===== src/rtl/gpio_lvl_pkg.sv =====
package gpio_lvl_pkg;
  localparam int ADDR_W = 6;
  localparam int DATA_W = 32;
  localparam int NPIN   = 12;
  localparam int IDX_W  = ADDR_W - 2;
  typedef logic [IDX_W-1:0] widx_t;

  // word indices (byte offset / 4)
  localparam widx_t W_DOUT = widx_t'(0);
  localparam widx_t W_OE   = widx_t'(1);
  localparam widx_t W_LVL  = widx_t'(2);
  localparam widx_t W_STAT = widx_t'(3);
  localparam widx_t W_TYPA = widx_t'(4);
  localparam widx_t W_EN   = widx_t'(5);
  localparam widx_t W_TYPB = widx_t'(6);
  localparam widx_t W_MUX  = widx_t'(7);

  localparam int PINS_PER_TYPE = 8;
  localparam int TYPE_STRIDE   = 4;
endpackage


===== src/rtl/gpio_lvl_sync.sv =====
module gpio_lvl_sync #(
  parameter int W      = 12,
  parameter int STAGES = 2
) (
  input  logic         clk,
  input  logic         rst_n,
  input  logic [W-1:0] d_async,
  output logic [W-1:0] d_sync
);
  logic [W-1:0] chain_q [STAGES];

  genvar s;
  generate
    for (s = 0; s < STAGES; s++) begin : g_stage
      always_ff @(posedge clk) begin
        if (!rst_n) chain_q[s] <= '0;
        else if (s == 0) chain_q[s] <= d_async;
        else chain_q[s] <= chain_q[(s == 0) ? 0 : s-1];
      end
    end
  endgenerate

  assign d_sync = chain_q[STAGES-1];
endmodule


===== src/rtl/gpio_lvl_irq.sv =====
module gpio_lvl_irq #(
  parameter int NPIN = 12
) (
  input  logic            clk,
  input  logic            rst_n,
  input  logic [NPIN-1:0] lvl,
  input  logic [NPIN-1:0] pol,
  input  logic [NPIN-1:0] en,
  input  logic [NPIN-1:0] clr,
  output logic [NPIN-1:0] status,
  output logic            irq
);
  logic [NPIN-1:0] active;
  logic [NPIN-1:0] status_d;

  // pol 0: high is active, pol 1: low is active
  assign active = lvl ^ pol;

  // the clear wins in its own cycle so an acknowledge is visible for one cycle
  always_comb begin
    status_d = (status | active) & ~clr;
  end

  always_ff @(posedge clk) begin
    if (!rst_n) status <= '0;
    else        status <= status_d;
  end

  assign irq = |(status & en);
endmodule


===== src/rtl/gpio_lvl_regs.sv =====
module gpio_lvl_regs
  import gpio_lvl_pkg::*;
#(
  parameter int NPIN = 12,
  parameter int DW   = 32,
  parameter int AW   = 6
) (
  input  logic            clk,
  input  logic            rst_n,
  input  logic            we,
  input  logic [AW-1:0]   addr,
  input  logic [DW-1:0]   wdata,
  input  logic [NPIN-1:0] lvl,
  input  logic [NPIN-1:0] status,
  output logic [NPIN-1:0] dout,
  output logic [NPIN-1:0] oe,
  output logic [NPIN-1:0] pol,
  output logic [NPIN-1:0] en,
  output logic [NPIN-1:0] clr,
  output logic [DW-1:0]   mux,
  output logic [DW-1:0]   rdata
);
  localparam int PAD = DW - NPIN;

  widx_t           widx;
  logic            in_map;
  logic [NPIN-1:0] pol_d;
  logic [DW-1:0]   typa_rd, typb_rd;

  assign widx   = addr[AW-1:2];
  assign in_map = (addr[AW-1:2] <= W_MUX);

  // polarity write: pin n takes bit 4*(n mod 8) of its type register
  always_comb begin
    pol_d = pol;
    if (we && in_map) begin
      for (int n = 0; n < NPIN; n++) begin
        if (widx == ((n < PINS_PER_TYPE) ? W_TYPA : W_TYPB))
          pol_d[n] = wdata[TYPE_STRIDE*(n % PINS_PER_TYPE)];
      end
    end
  end

  always_comb begin
    typa_rd = '0;
    typb_rd = '0;
    for (int n = 0; n < NPIN; n++) begin
      if (n < PINS_PER_TYPE) typa_rd[TYPE_STRIDE*n] = pol[n];
      else                   typb_rd[TYPE_STRIDE*(n % PINS_PER_TYPE)] = pol[n];
    end
  end

  always_ff @(posedge clk) begin
    if (!rst_n) begin
      dout <= '0;
      oe   <= '0;
      en   <= '0;
      mux  <= '0;
      pol  <= '0;
    end else begin
      pol <= pol_d;
      if (we && in_map) begin
        case (widx)
          W_DOUT:  dout <= wdata[NPIN-1:0];
          W_OE:    oe   <= wdata[NPIN-1:0];
          W_EN:    en   <= wdata[NPIN-1:0];
          W_MUX:   mux  <= wdata;
          default: ;
        endcase
      end
    end
  end

  assign clr = (we && in_map && widx == W_STAT) ? wdata[NPIN-1:0] : '0;

  always_comb begin
    rdata = '0;
    if (in_map) begin
      case (widx)
        W_DOUT:  rdata = {{PAD{1'b0}}, dout};
        W_OE:    rdata = {{PAD{1'b0}}, oe};
        W_LVL:   rdata = {{PAD{1'b0}}, lvl};
        W_STAT:  rdata = {{PAD{1'b0}}, status};
        W_TYPA:  rdata = typa_rd;
        W_EN:    rdata = {{PAD{1'b0}}, en};
        W_TYPB:  rdata = typb_rd;
        W_MUX:   rdata = mux;
        default: rdata = '0;
      endcase
    end
  end
endmodule


===== src/rtl/gpio_lvl_ctrl.sv =====
module gpio_lvl_ctrl
  import gpio_lvl_pkg::*;
#(
  parameter int NPIN     = gpio_lvl_pkg::NPIN,
  parameter int DW       = DATA_W,
  parameter int AW       = ADDR_W,
  parameter int SYNC_STG = 2
) (
  input  logic            clk,
  input  logic            rst_n,
  input  logic            csr_we,
  input  logic [AW-1:0]   csr_addr,
  input  logic [DW-1:0]   csr_wdata,
  output logic [DW-1:0]   csr_rdata,
  input  logic [NPIN-1:0] pin_in,
  output logic [NPIN-1:0] pin_out,
  output logic [NPIN-1:0] pin_oe,
  output logic            irq_out,
  output logic [DW-1:0]   mux_sel
);
  logic [NPIN-1:0] lvl_w, dout_w, oe_w, pol_w, en_w, clr_w, stat_w;

  gpio_lvl_sync #(.W(NPIN), .STAGES(SYNC_STG)) u_sync (
    .clk(clk), .rst_n(rst_n), .d_async(pin_in), .d_sync(lvl_w)
  );

  gpio_lvl_regs #(.NPIN(NPIN), .DW(DW), .AW(AW)) u_regs (
    .clk(clk), .rst_n(rst_n), .we(csr_we), .addr(csr_addr), .wdata(csr_wdata),
    .lvl(lvl_w), .status(stat_w), .dout(dout_w), .oe(oe_w), .pol(pol_w),
    .en(en_w), .clr(clr_w), .mux(mux_sel), .rdata(csr_rdata)
  );

  gpio_lvl_irq #(.NPIN(NPIN)) u_irq (
    .clk(clk), .rst_n(rst_n), .lvl(lvl_w), .pol(pol_w), .en(en_w),
    .clr(clr_w), .status(stat_w), .irq(irq_out)
  );

  assign pin_oe  = oe_w;
  assign pin_out = dout_w & oe_w;
endmodule


===== config.mk =====
export PLATFORM = sky130hd
export DESIGN_NAME = gpio_lvl_ctrl
export DESIGN_NICKNAME = d
export VERILOG_FILES = /design/src/rtl/gpio_lvl_pkg.sv /design/src/rtl/gpio_lvl_sync.sv /design/src/rtl/gpio_lvl_irq.sv /design/src/rtl/gpio_lvl_regs.sv /design/src/rtl/gpio_lvl_ctrl.sv
export SDC_FILE = /design/constraint.sdc
export NUM_CORES = 1
export LEC_CHECK = 0
export BUFFER_PORTS_ARGS = -buffer_cell sky130_fd_sc_hd__clkbuf_2
export CAP_MARGIN = 5
export CORE_ASPECT_RATIO = 2
export CORE_MARGIN = 2
export CORE_UTILIZATION = 41
export DETAILED_ROUTE_END_ITERATION = 10
export GPL_TIMING_DRIVEN = 0
export PLACE_DENSITY_LB_ADDON = 0.15
export SKIP_LAST_GASP = 1
export SYNTH_ARGS = -nofsm -noshare
export SYNTH_HDL_FRONTEND = slang
export SYNTH_SLANG_ARGS = --single-unit

===== constraint.sdc =====
create_clock -name clk -period 4.65 [get_ports clk]
set_input_delay 0.93 -clock clk [delete_from_list [all_inputs] [get_ports clk]]
set_output_delay 0.93 -clock clk [all_outputs]
set_load 0.1 [all_outputs]

==> metrics.txt <==
# rows 59; Post-Syn Nets 679; WP data arrival 2920 ps; router iterations before antenna repair 6; routed via count 5630; hold crit path type reg -> reg; Routed WL 20.4 mm; Post-synth EDFFs 0; largest net degree at the start of global routing 17; cells after synthesis 626; Initial Utilization 0.416; power consumption 0.00272 W; total track usage 0.289; Final ANT Viol Nets 0; reg2reg path depth 3; final-report hold violation count 0; Leakage 2.85 nW; Reg2Reg Setup Slack 3710 ps; # setup viols final 0; CTS Buf Count 17; root buf cell clkbuf_16; placer's final routability congestion estimate 0.939; Worst slew margin 0.421; RR Startpoint u_regs.pol[7]$_SDFFE_PN0P_; routing usage on met3 0.0601; Layout area overhead 28.3%; Max clock buf depth 2; full die area 0.0140 mm^2; global-route wire length before repair 30.1 mm; Slew Limit Fails 0; DRC Markers 0; Tcrit/Tclk final 0.827; cell mode on critical path clkbuf_2; clock-pin transition on the worst setup and hold timing paths 50 ps; n_diodes 0; critical path startpoint category input port; Crit. End Element output pin; Nets 836; Reg-to-Reg End u_irq.status[7]$_SDFF_PN0_; post-cts resize count 0; minimum clock period 3850 ps; layout cells sized above 1 0.281; input/output buffers 138; GR Util met1 0.345; Netlist cell types 51; Hold Path Sink u_sync.chain_q[1][4]$_SDFF_PN0_; CP cell instances clkbuf_2 -> buf_2 -> clkbuf_1 -> nor2_1 -> a32oi_1 -> o211ai_1 -> clkbuf_2; Critical Path Max Stage Delay 530 ps; RSZ-0062 raised after global routing no; I/O pin total 142; wire per inst 21.5 um; Worst Path Max Fanout 10; Synth area leader dfxtp_1; dominant synthesized flop cell dfxtp_1; top post-synthesis cells by area dfxtp_1, a21oi_1, o21ai_0, nand3_1, and2_1; Die Width 84.7 um; Most Crowded Layer GR met2; DRT iter0 DRCs 465; Max-cap violations 0; post-CTS setup buffers 0; Clock Sinks 116; hold_buf cts 0; status finished clean; vias in the first global route 5213; Worst-Skew Late Latency 410 ps; synthesized area 0.00535 mm^2; Tightest Pin Transition 868 ps; initial antenna violation count 0; Yosys warning count 0; top cell type's share of synthesized area 0.434; grt ovf 0; sequential fraction of the synthesis area 0.434; Async S/R FF share, synth 0; count leader, synth dfxtp_1; Synth top cells by count dfxtp_1, a21oi_1, o21ai_0; min-delay src u_sync.chain_q[0][4]$_SDFF_PN0_; DR vias/cell 5.95; #FFs+latches synth 116; setup TNS 0 ps; VDD IR-drop max 0.273 mV; worst hold path depth 1; Data required, critical path 3720 ps; met2 global-route usage 0.476; Core Region 0.0128 mm^2; H-Tree Depth 4; Worst path slowest cell clkbuf_1; DIE HEIGHT 165 um; Clock Skew 4.16 ps; PwrDens 396 mW/mm^2; clock tree from TritonCTS built; Detailed Place HPWL 15.0 mm; critical path type in -> out; syn_area_per_cell 8.54 um^2; maximum clock frequency 0.260 GHz
[per-stage QoR]
step | utilization | setup WS [ps] | hold WS, ps | cells | instance area (um^2)
final | 0.534 | 802 | 430 | 947 | 6860
after global routing | 0.534 | 695 | 439 | 947 | 6860
after CTS | 0.534 | 847 | 431 | 947 | 6860
after detailed placement | 0.485 | 858 | 419 | 916 | 6230
after global placement | 0.485 | 845 | 415 | 916 | 6230
after floorplan | - | 578 | 412 | 626 | 5350
[flip-flops by register name, indices dropped and copies added (netlist names)]
name and flops:
u_sync.chain_q 24, u_irq.status 12, u_regs.en 12, u_regs.pol 12, u_regs.dout 12, u_regs.mux 32, u_regs.oe 12
[cell families (layout without fill, tap and decap cells)]
group                     Yosys count  count (layout)  share of synthesized area
AOI/OAI and AO/OA                 225             225                      0.230
xor gates and xnor gates           12              12                     0.0197
buffers and inverters              60             229                     0.0552
and+or+nand+nor                   194             194                      0.218
muxes                              19              19                     0.0428
DFF                               116             116                      0.434
[how the worst max path moves through the flow]
stage | startpoint | to | slack [ps] | depth (start not counted)
floorplan | csr_addr[2] | csr_rdata[1] | 580 | 5
global placement | csr_addr[2] | csr_rdata[10] | 840 | 7
detailed placement | csr_addr[2] | csr_rdata[10] | 860 | 7
CTS | csr_addr[2] | csr_rdata[10] | 850 | 7
global route | csr_addr[2] | csr_rdata[10] | 690 | 7
finish | csr_addr[2] | csr_rdata[10] | 800 | 7
[cell type report]
| cell class | instances | area (um^2) |
|---|---|---|
| fill | 1269 | 5980 |
| multi-input combinational | 450 | 2730 |
| sequential | 116 | 2320 |
| timing repair buffer | 138 | 691 |
| clock buffer | 21 | 480 |
| buffer | 57 | 284 |
| tap | 152 | 190 |
| clock inverter | 10 | 153 |
| inverter | 3 | 11.3 |
[critical path, delay by kind of cell]
family	cells	cell delay, ps
AND/OR/NAND/NOR	1	290
buffers and inverters	4	1310
AO/OA/AOI/OAI	2	370
[placed cells by master, fill, tap and decap left out, drive strengths merged, types with 5 or more instances in the layout]
| cell | count |
|---|---|
| nor2 | 8 |
| a21oi | 93 |
| mux2 | 11 |
| clkbuf | 187 |
| nor2b | 5 |
| nand3 | 78 |
| nand2 | 10 |
| buf | 29 |
| clkinv | 6 |
| and2 | 54 |
| nand4 | 7 |
| mux2i | 6 |
| and3b | 8 |
| xor2 | 12 |
| a22oi | 12 |
| o21ai | 100 |
| dfxtp | 116 |
[metal layers]
layer	wire length (um)	vias up	share of wire
met5	0	-	0
met4	1240	0	0.061
met3	1780	77	0.087
met2	9690	333	0.48
met1	7670	2631	0.38
li1	-	2589	-
[report_power, final]
group	total (W)	switching (W)	internal, W
clock	0.00142	0.000471	0.000945
sequential	0.00104	0.0000208	0.00102
combinational	0.000260	0.000191	0.0000690
total	0.00272	0.000683	0.00203
(Power assumes the default switching activity.)
